## src/rtl/fanout_cfg_pkg.sv

```systemverilog
package fanout_cfg_pkg;

  localparam int NUM_PAIRS = 6;

  typedef enum logic [2:0] {
    PH_IDLE,
    PH_ADDR,
    PH_INDEX,
    PH_COUNT,
    PH_WDATA,
    PH_TX,
    PH_IGNORE
  } phase_t;

  // Power-up contents: register 1 keeps only its enable bit set.
  function automatic logic [7:0] reg_reset_value(input int idx);
    return (idx == 1) ? 8'h40 : 8'hFF;
  endfunction

  // Register index advance, held at the top of the index space.
  function automatic logic [7:0] next_ptr(input logic [7:0] p);
    return (p == 8'hFF) ? p : p + 8'd1;
  endfunction

  // Bit selection for each output pair.
  function automatic logic [NUM_PAIRS-1:0] pair_enables(input logic [7:0] r0,
                                                        input logic [7:0] r1);
    logic [NUM_PAIRS-1:0] en;
    en[0] = r0[7];
    en[1] = r0[6];
    en[2] = r0[3];
    en[3] = r1[6];
    en[4] = r0[0];
    en[5] = r0[2];
    return en;
  endfunction

endpackage

```

## src/rtl/bus_sync.sv

```systemverilog
module bus_sync #(
  parameter int STAGES = 2
) (
  input  logic clk,
  input  logic rst_n,
  input  logic scl_i,
  input  logic sda_i,
  output logic sda_s,
  output logic scl_rise,
  output logic scl_fall,
  output logic start_ev,
  output logic stop_ev
);
  logic [STAGES-1:0] scl_pipe, sda_pipe;
  logic scl_q, sda_q, scl_s;

  always_ff @(posedge clk or negedge rst_n) begin
    if (!rst_n) begin
      scl_pipe <= '1;
      sda_pipe <= '1;
      scl_q    <= 1'b1;
      sda_q    <= 1'b1;
    end else begin
      scl_pipe <= {scl_pipe[STAGES-2:0], scl_i};
      sda_pipe <= {sda_pipe[STAGES-2:0], sda_i};
      scl_q    <= scl_s;
      sda_q    <= sda_s;
    end
  end

  assign scl_s    = scl_pipe[STAGES-1];
  assign sda_s    = sda_pipe[STAGES-1];
  assign scl_rise = scl_s & ~scl_q;
  assign scl_fall = ~scl_s & scl_q;
  assign start_ev = scl_s & scl_q & sda_q & ~sda_s;
  assign stop_ev  = scl_s & scl_q & ~sda_q & sda_s;

endmodule

```

## src/rtl/cfg_regs.sv

```systemverilog
module cfg_regs
  import fanout_cfg_pkg::*;
#(
  parameter int NUM_REGS = 7
) (
  input  logic                  clk,
  input  logic                  rst_n,
  input  logic                  wr_en,
  input  logic [7:0]            wr_idx,
  input  logic [7:0]            wr_data,
  input  logic                  cnt_wr,
  input  logic [7:0]            cnt_data,
  input  logic [7:0]            rd_idx,
  output logic [7:0]            rd_data,
  output logic [7:0]            count_q,
  output logic [NUM_REGS*8-1:0] reg_flat,
  output logic [NUM_PAIRS-1:0]  pair_en
);
  localparam logic [7:0] COUNT_RESET = 8'(NUM_REGS);

  for (genvar g = 0; g < NUM_REGS; g++) begin : g_reg
    logic [7:0] q;
    always_ff @(posedge clk or negedge rst_n) begin
      if (!rst_n)                             q <= reg_reset_value(g);
      else if (wr_en && wr_idx == 8'(g))      q <= wr_data;
    end
    assign reg_flat[g*8 +: 8] = q;
  end

  always_ff @(posedge clk or negedge rst_n) begin
    if (!rst_n)      count_q <= COUNT_RESET;
    else if (cnt_wr) count_q <= cnt_data;
  end

  always_comb begin
    rd_data = 8'h00;
    for (int i = 0; i < NUM_REGS; i++)
      if (rd_idx == 8'(i)) rd_data = reg_flat[i*8 +: 8];
  end

  assign pair_en = pair_enables(reg_flat[7:0], reg_flat[15:8]);


  wr_range_chk: assert property (@(posedge clk) disable iff (!rst_n)
    wr_en |-> int'(wr_idx) < NUM_REGS);


  hold_chk: assert property (@(posedge clk) disable iff (!rst_n)
    (!wr_en && !cnt_wr) |=> ($stable(reg_flat) && $stable(count_q)));

endmodule

```

## src/rtl/txn_engine.sv

```systemverilog
module txn_engine
  import fanout_cfg_pkg::*;
#(
  parameter logic [6:0] DEV_ADDR = 7'h6A,
  parameter int         NUM_REGS = 7
) (
  input  logic       clk,
  input  logic       rst_n,
  input  logic       scl_rise,
  input  logic       scl_fall,
  input  logic       start_ev,
  input  logic       stop_ev,
  input  logic       sda_s,
  input  logic [7:0] rd_data,
  input  logic [7:0] count_q,
  output logic       sda_oe,
  output logic       wr_en,
  output logic [7:0] wr_idx,
  output logic [7:0] wr_data,
  output logic       cnt_wr,
  output logic [7:0] cnt_data,
  output logic [7:0] rd_idx
);
  phase_t     ph, ph_nxt;
  logic [3:0] bitcnt;
  logic [7:0] rx_sh, tx_sh, ptr;
  logic       host_ack, oe_q;

  wire active    = (ph != PH_IDLE) && (ph != PH_IGNORE);
  wire rx_phase  = active && (ph != PH_TX);
  wire byte_done = rx_phase && scl_fall && (bitcnt == 4'd8);
  wire addr_hit  = (rx_sh[7:1] == DEV_ADDR);
  wire in_range  = int'(ptr) < NUM_REGS;

  assign wr_en    = byte_done && (ph == PH_WDATA) && in_range;
  assign wr_idx   = ptr;
  assign wr_data  = rx_sh;
  assign cnt_wr   = byte_done && (ph == PH_COUNT);
  assign cnt_data = rx_sh;
  assign rd_idx   = ptr;
  assign sda_oe   = oe_q;

  always_ff @(posedge clk or negedge rst_n) begin
    if (!rst_n) begin
      ph       <= PH_IDLE;
      ph_nxt   <= PH_IDLE;
      bitcnt   <= 4'd0;
      rx_sh    <= 8'h00;
      tx_sh    <= 8'h00;
      ptr      <= 8'h00;
      host_ack <= 1'b0;
      oe_q     <= 1'b0;
    end else if (start_ev) begin
      ph     <= PH_ADDR;
      bitcnt <= 4'd0;
      oe_q   <= 1'b0;
    end else if (stop_ev) begin
      ph     <= PH_IDLE;
      bitcnt <= 4'd0;
      oe_q   <= 1'b0;
    end else if (active) begin
      if (scl_rise) begin
        if (bitcnt < 4'd8 && ph != PH_TX) rx_sh <= {rx_sh[6:0], sda_s};
        if (bitcnt == 4'd8 && ph == PH_TX) host_ack <= ~sda_s;
        if (bitcnt != 4'd9) bitcnt <= bitcnt + 4'd1;
      end else if (scl_fall) begin
        if (ph == PH_TX) begin
          if (bitcnt == 4'd9) begin
            if (host_ack) begin
              tx_sh  <= rd_data;
              oe_q   <= ~rd_data[7];
              ptr    <= next_ptr(ptr);
              bitcnt <= 4'd0;
            end else begin
              ph   <= PH_IGNORE;
              oe_q <= 1'b0;
            end
          end else if (bitcnt == 4'd8) begin
            oe_q <= 1'b0;
          end else if (bitcnt != 4'd0) begin
            tx_sh <= {tx_sh[6:0], 1'b0};
            oe_q  <= ~tx_sh[6];
          end
        end else if (bitcnt == 4'd8) begin
          oe_q <= 1'b1;
          case (ph)
            PH_ADDR: begin
              if (addr_hit) ph_nxt <= rx_sh[0] ? PH_TX : PH_INDEX;
              else begin
                oe_q <= 1'b0;
                ph   <= PH_IGNORE;
              end
            end
            PH_INDEX: begin
              ptr    <= rx_sh;
              ph_nxt <= PH_COUNT;
            end
            PH_COUNT: ph_nxt <= PH_WDATA;
            PH_WDATA: begin
              ptr    <= next_ptr(ptr);
              ph_nxt <= PH_WDATA;
            end
            default: ;
          endcase
        end else if (bitcnt == 4'd9) begin
          oe_q   <= 1'b0;
          bitcnt <= 4'd0;
          ph     <= ph_nxt;
          if (ph_nxt == PH_TX) begin
            tx_sh <= count_q;
            oe_q  <= ~count_q[7];
          end
        end
      end
    end
  end


  oe_change_chk: assert property (@(posedge clk) disable iff (!rst_n)
    !$stable(sda_oe) |-> $past(scl_fall || start_ev || stop_ev));


  stop_release_chk: assert property (@(posedge clk) disable iff (!rst_n)
    stop_ev |=> !sda_oe);


  ignore_quiet_chk: assert property (@(posedge clk) disable iff (!rst_n)
    (ph == PH_IGNORE) |-> !sda_oe);


  wdata_ack_chk: assert property (@(posedge clk) disable iff (!rst_n)
    (byte_done && ph == PH_WDATA) |=> sda_oe);


  addr_ack_chk: assert property (@(posedge clk) disable iff (!rst_n)
    (byte_done && ph == PH_ADDR && addr_hit) |=> sda_oe);

endmodule

```

## src/rtl/clkfan_cfg_slave.sv

```systemverilog
module clkfan_cfg_slave
  import fanout_cfg_pkg::*;
#(
  parameter logic [6:0] DEV_ADDR    = 7'h6A,
  parameter int         NUM_REGS    = 7,
  parameter int         SYNC_STAGES = 2
) (
  input  logic                  clk,
  input  logic                  rst_n,
  input  logic                  scl_i,
  input  logic                  sda_i,
  output logic                  sda_oe,
  output logic [NUM_PAIRS-1:0]  pair_en,
  output logic [NUM_REGS*8-1:0] reg_flat
);
  logic       sda_s, scl_rise, scl_fall, start_ev, stop_ev;
  logic       wr_en, cnt_wr;
  logic [7:0] wr_idx, wr_data, cnt_data, rd_idx, rd_data, count_q;

  bus_sync #(.STAGES(SYNC_STAGES)) u_sync (
    .clk      (clk),
    .rst_n    (rst_n),
    .scl_i    (scl_i),
    .sda_i    (sda_i),
    .sda_s    (sda_s),
    .scl_rise (scl_rise),
    .scl_fall (scl_fall),
    .start_ev (start_ev),
    .stop_ev  (stop_ev)
  );

  txn_engine #(.DEV_ADDR(DEV_ADDR), .NUM_REGS(NUM_REGS)) u_engine (
    .clk      (clk),
    .rst_n    (rst_n),
    .scl_rise (scl_rise),
    .scl_fall (scl_fall),
    .start_ev (start_ev),
    .stop_ev  (stop_ev),
    .sda_s    (sda_s),
    .rd_data  (rd_data),
    .count_q  (count_q),
    .sda_oe   (sda_oe),
    .wr_en    (wr_en),
    .wr_idx   (wr_idx),
    .wr_data  (wr_data),
    .cnt_wr   (cnt_wr),
    .cnt_data (cnt_data),
    .rd_idx   (rd_idx)
  );

  cfg_regs #(.NUM_REGS(NUM_REGS)) u_regs (
    .clk      (clk),
    .rst_n    (rst_n),
    .wr_en    (wr_en),
    .wr_idx   (wr_idx),
    .wr_data  (wr_data),
    .cnt_wr   (cnt_wr),
    .cnt_data (cnt_data),
    .rd_idx   (rd_idx),
    .rd_data  (rd_data),
    .count_q  (count_q),
    .reg_flat (reg_flat),
    .pair_en  (pair_en)
  );

endmodule

```

## config.mk

```make
export PLATFORM = sky130hd
export DESIGN_NAME = clkfan_cfg_slave
export DESIGN_NICKNAME = d
export VERILOG_FILES = /design/src/rtl/fanout_cfg_pkg.sv /design/src/rtl/bus_sync.sv /design/src/rtl/cfg_regs.sv /design/src/rtl/txn_engine.sv /design/src/rtl/clkfan_cfg_slave.sv
export SDC_FILE = /design/constraint.sdc
export NUM_CORES = 1
export LEC_CHECK = 0
export CAP_MARGIN = 20
export CORE_UTILIZATION = 59
export CTS_CLUSTER_DIAMETER = 120
export DETAILED_ROUTE_END_ITERATION = 16
export PLACE_DENSITY_LB_ADDON = 0.1
export SYNTH_ARGS = -nofsm -noshare
export SYNTH_HDL_FRONTEND = slang
export SYNTH_SLANG_ARGS = --single-unit
```

## constraint.sdc

```tcl
create_clock -name clk -period 4.3 [get_ports clk]
set_input_delay 0.43 -clock clk [delete_from_list [all_inputs] [get_ports clk]]
set_output_delay 0.43 -clock clk [all_outputs]
set_load 0.01 [all_outputs]
```

==> impl_metrics.tcl <==
set metrics [dict create \
    status "completed" \
    fin_util 0.7047 \
    track_usage 0.2943 \
    routed_via_density 6.277 \
    yosysUniqueCellTypes 64 \
    io_pins 67 \
    grt_max_degree 76 \
    slew_headroom 0.3814 \
    leakagePower_nw 2.619 \
    syn_area_um2 5614 \
    first_global_vias 4064 \
    hold_viol 0 \
    drt_iter0_markers 257 \
    synth_edf_count 0 \
    start_util 0.6076 \
    num_rows 35 \
    rsz0062_at_grt "false" \
    cp-start-kind "flip-flop" \
    max_freq_mhz 327.6 \
    drc 0 \
    grt-ovfl-total 0 \
    cp-end-kind "flip-flop" \
    cts_resized 0 \
    synthArstFlopShare 1.000 \
    cts.path.max_buffers 2 \
    arrival_ps 3320 \
    period_share 0.7098 \
    tns_ps 0 \
    drtPass1Iterations 5 \
    fin_skew_ps 9.625 \
    die_area_um2 9909 \
    synthToLayoutAreaGrowth_pct 15.98 \
    vdd_drop_max_v 0.0002604 \
    path_clk_slew_ps 100 \
    synth_area_per_cell_um2 11.10 \
    layout.nets 563 \
    drv_cap 0 \
    timing.final.crit_period_ps 3052 \
    critPathKind "flip-flop to flip-flop" \
    synth_top_area_cell "dfstp_2" \
    synth_commonest_cells "mux2_2, dfstp_2, dfrtp_1" \
    fillers 699 \
    synth.most_common_cell "mux2_2" \
    stdcell_area_um2 6511 \
    cts_hold_buffers 0 \
    syn_nets 520 \
    synth_cells 506 \
    setup_viol 0 \
    port_buffers 66 \
    place_hpwl_um 9570 \
    numCtsBuffers 9 \
    place_area_um2 6294 \
    drive_gt1_frac 0.3069 \
    ys_ff_latch 105 \
    clkLatencyLatePin_ps 380 \
    antenna_cells 0 \
    reg2reg_depth 7 \
    required_ps 4570 \
    finalWirelength_um 14060 \
    num_vias 4287 \
    yosys-top-cells-area "dfstp_2, dfrtp_1, mux2_2" \
    worstMarginPinSlew_ps 927.9 \
    p_per_area_nw_per_um2 314.3 \
    hp-class "primary input to asynchronous set/reset pin" \
    die_x_um 99.55 \
    wl_per_cell_um 20.59 \
    cts_tree "built" \
    grt_pass1_wl_um 22050 \
    cp_max_fo 11 \
    antenna_found_initial 0 \
    die_h_um 99.55 \
    yosysTopAreaCellShare 0.2715 \
    core_area_um2 9240 \
    cts_root_buffer "clkbuf_8" \
    post_cts_buffers 0 \
    ys_seq_area_frac 0.4809 \
    ys.flop_type "dfstp_2" \
    synth_warnings 0 \
    place.gp.congestion 0.9063 \
    slew_violations 0 \
    clock_sink_count 105 \
    htree_levels 3 \
    antenna_left 0 \
]
## where the power goes
group / switching [mW] / total (mW) / internal [mW]
sequential: 0.146 / 1.18 / 1.03
clock: 0.356 / 0.670 / 0.314
combinational: 0.111 / 0.202 / 0.0905
total: 0.613 / 2.05 / 1.43
## sequential cells by signal, indices dropped and copies added, names as in the netlist, 2 cells and up
name and cells:
u_engine.bitcnt 4, u_engine.ph 3, u_sync.sda_pipe 2, u_engine.tx_sh 7
u_engine.ph_nxt 3, u_engine.rd_idx 8, u_regs.count_q 8, u_regs.g.q 56
u_engine.cnt_data 8, u_sync.scl_pipe 2
## cell families (layout without fill, tap and decap cells)
| group | count (synthesis) | after routing | share of synthesized area |
|---|---|---|---|
| fa+ha+maj | 10 | 10 | 0.02229 |
| simple gates | 131 | 131 | 0.1299 |
| xor+xnor | 3 | 3 | 0.004681 |
| buf+inv | 57 | 105 | 0.04301 |
| flops | 105 | 105 | 0.4809 |
| mux | 85 | 85 | 0.1698 |
| compound gates | 115 | 115 | 0.1493 |
## worst paths after layout
kind,from,endpoint,slack [ps]
worst min-delay path,rst_n,u_engine.rd_idx[4],160
worst min register to register,u_sync.sda_pipe[0],u_sync.sda_pipe[1],360
worst max-delay path,u_engine.rd_idx[0],u_engine.sda_oe,1250
worst max register to register,u_engine.rd_idx[0],u_engine.sda_oe,1250
max in group asynchronous,rst_n,u_regs.g_reg[2].q[0],3160
min in group clk,u_sync.sda_pipe[0],u_sync.sda_pipe[1],360
## final cells by class
| cell class | instances | area (um2) | area share |
|---|---|---|---|
| Inverter | 19 | 71.32 | 0.01095 |
| Multi-Input combinational cell | 344 | 2673 | 0.4105 |
| Clock buffer | 11 | 152.6 | 0.02344 |
| Tap cell | 129 | 161.4 | 0.02479 |
| Sequential cell | 105 | 2700 | 0.4147 |
| Clock inverter | 5 | 65.06 | 0.009992 |
| Timing Repair Buffer | 70 | 688.2 | 0.1057 |
## metrics by stage
stage          power [mW]  hold WS (ps)  instances  setup slack, ps
4_1_cts             2.058         201.1        683             1258
3_5_place_dp        1.391         348.2        667             1279
5_1_grt             2.129         235.7        683             1075
6_report            2.047         159.6        683             1248
3_3_place_gp        1.382         350.4        667             1433
2_1_floorplan       1.283         134.4        506             1923
## critical path: stages, from the launching register on
cell and delay [ps]:
dfrtp_1 440, inv_1 130, ha_1 450, nor2b_1 650, a221oi_1 210, o311a_1 370
or4_1 470, a32o_1 220
## cells in the final DEF, fill, tap and decap left out, types with 6 or more instances in the layout
master and n:
nand3_1 9, a21oi_1 27, nand2_1 32, clkbuf_8 9, o22ai_1 6, ha_1 10
nand2b_1 9, a22oi_1 8, dfrtp_1 47, o21ai_0 12, nor2b_1 13, nand3b_1 9
a221oi_1 19, inv_1 19, nor2_1 22, o31ai_1 9, mux2_2 82, clkdlybuf4s50_1 65
o21a_1 7, dfstp_2 58
## per-layer routing
layer  vias up  global-route usage  share of wire  wire length, um
li1       1949                   -              -                -
met4         0             0.08484          0.017              241
met5         -                   0              0                0
met3        20             0.06465          0.060              846
met1      2145              0.3985           0.44             6138
met2       173              0.4786           0.49             6834
(Power assumes the default switching activity.)
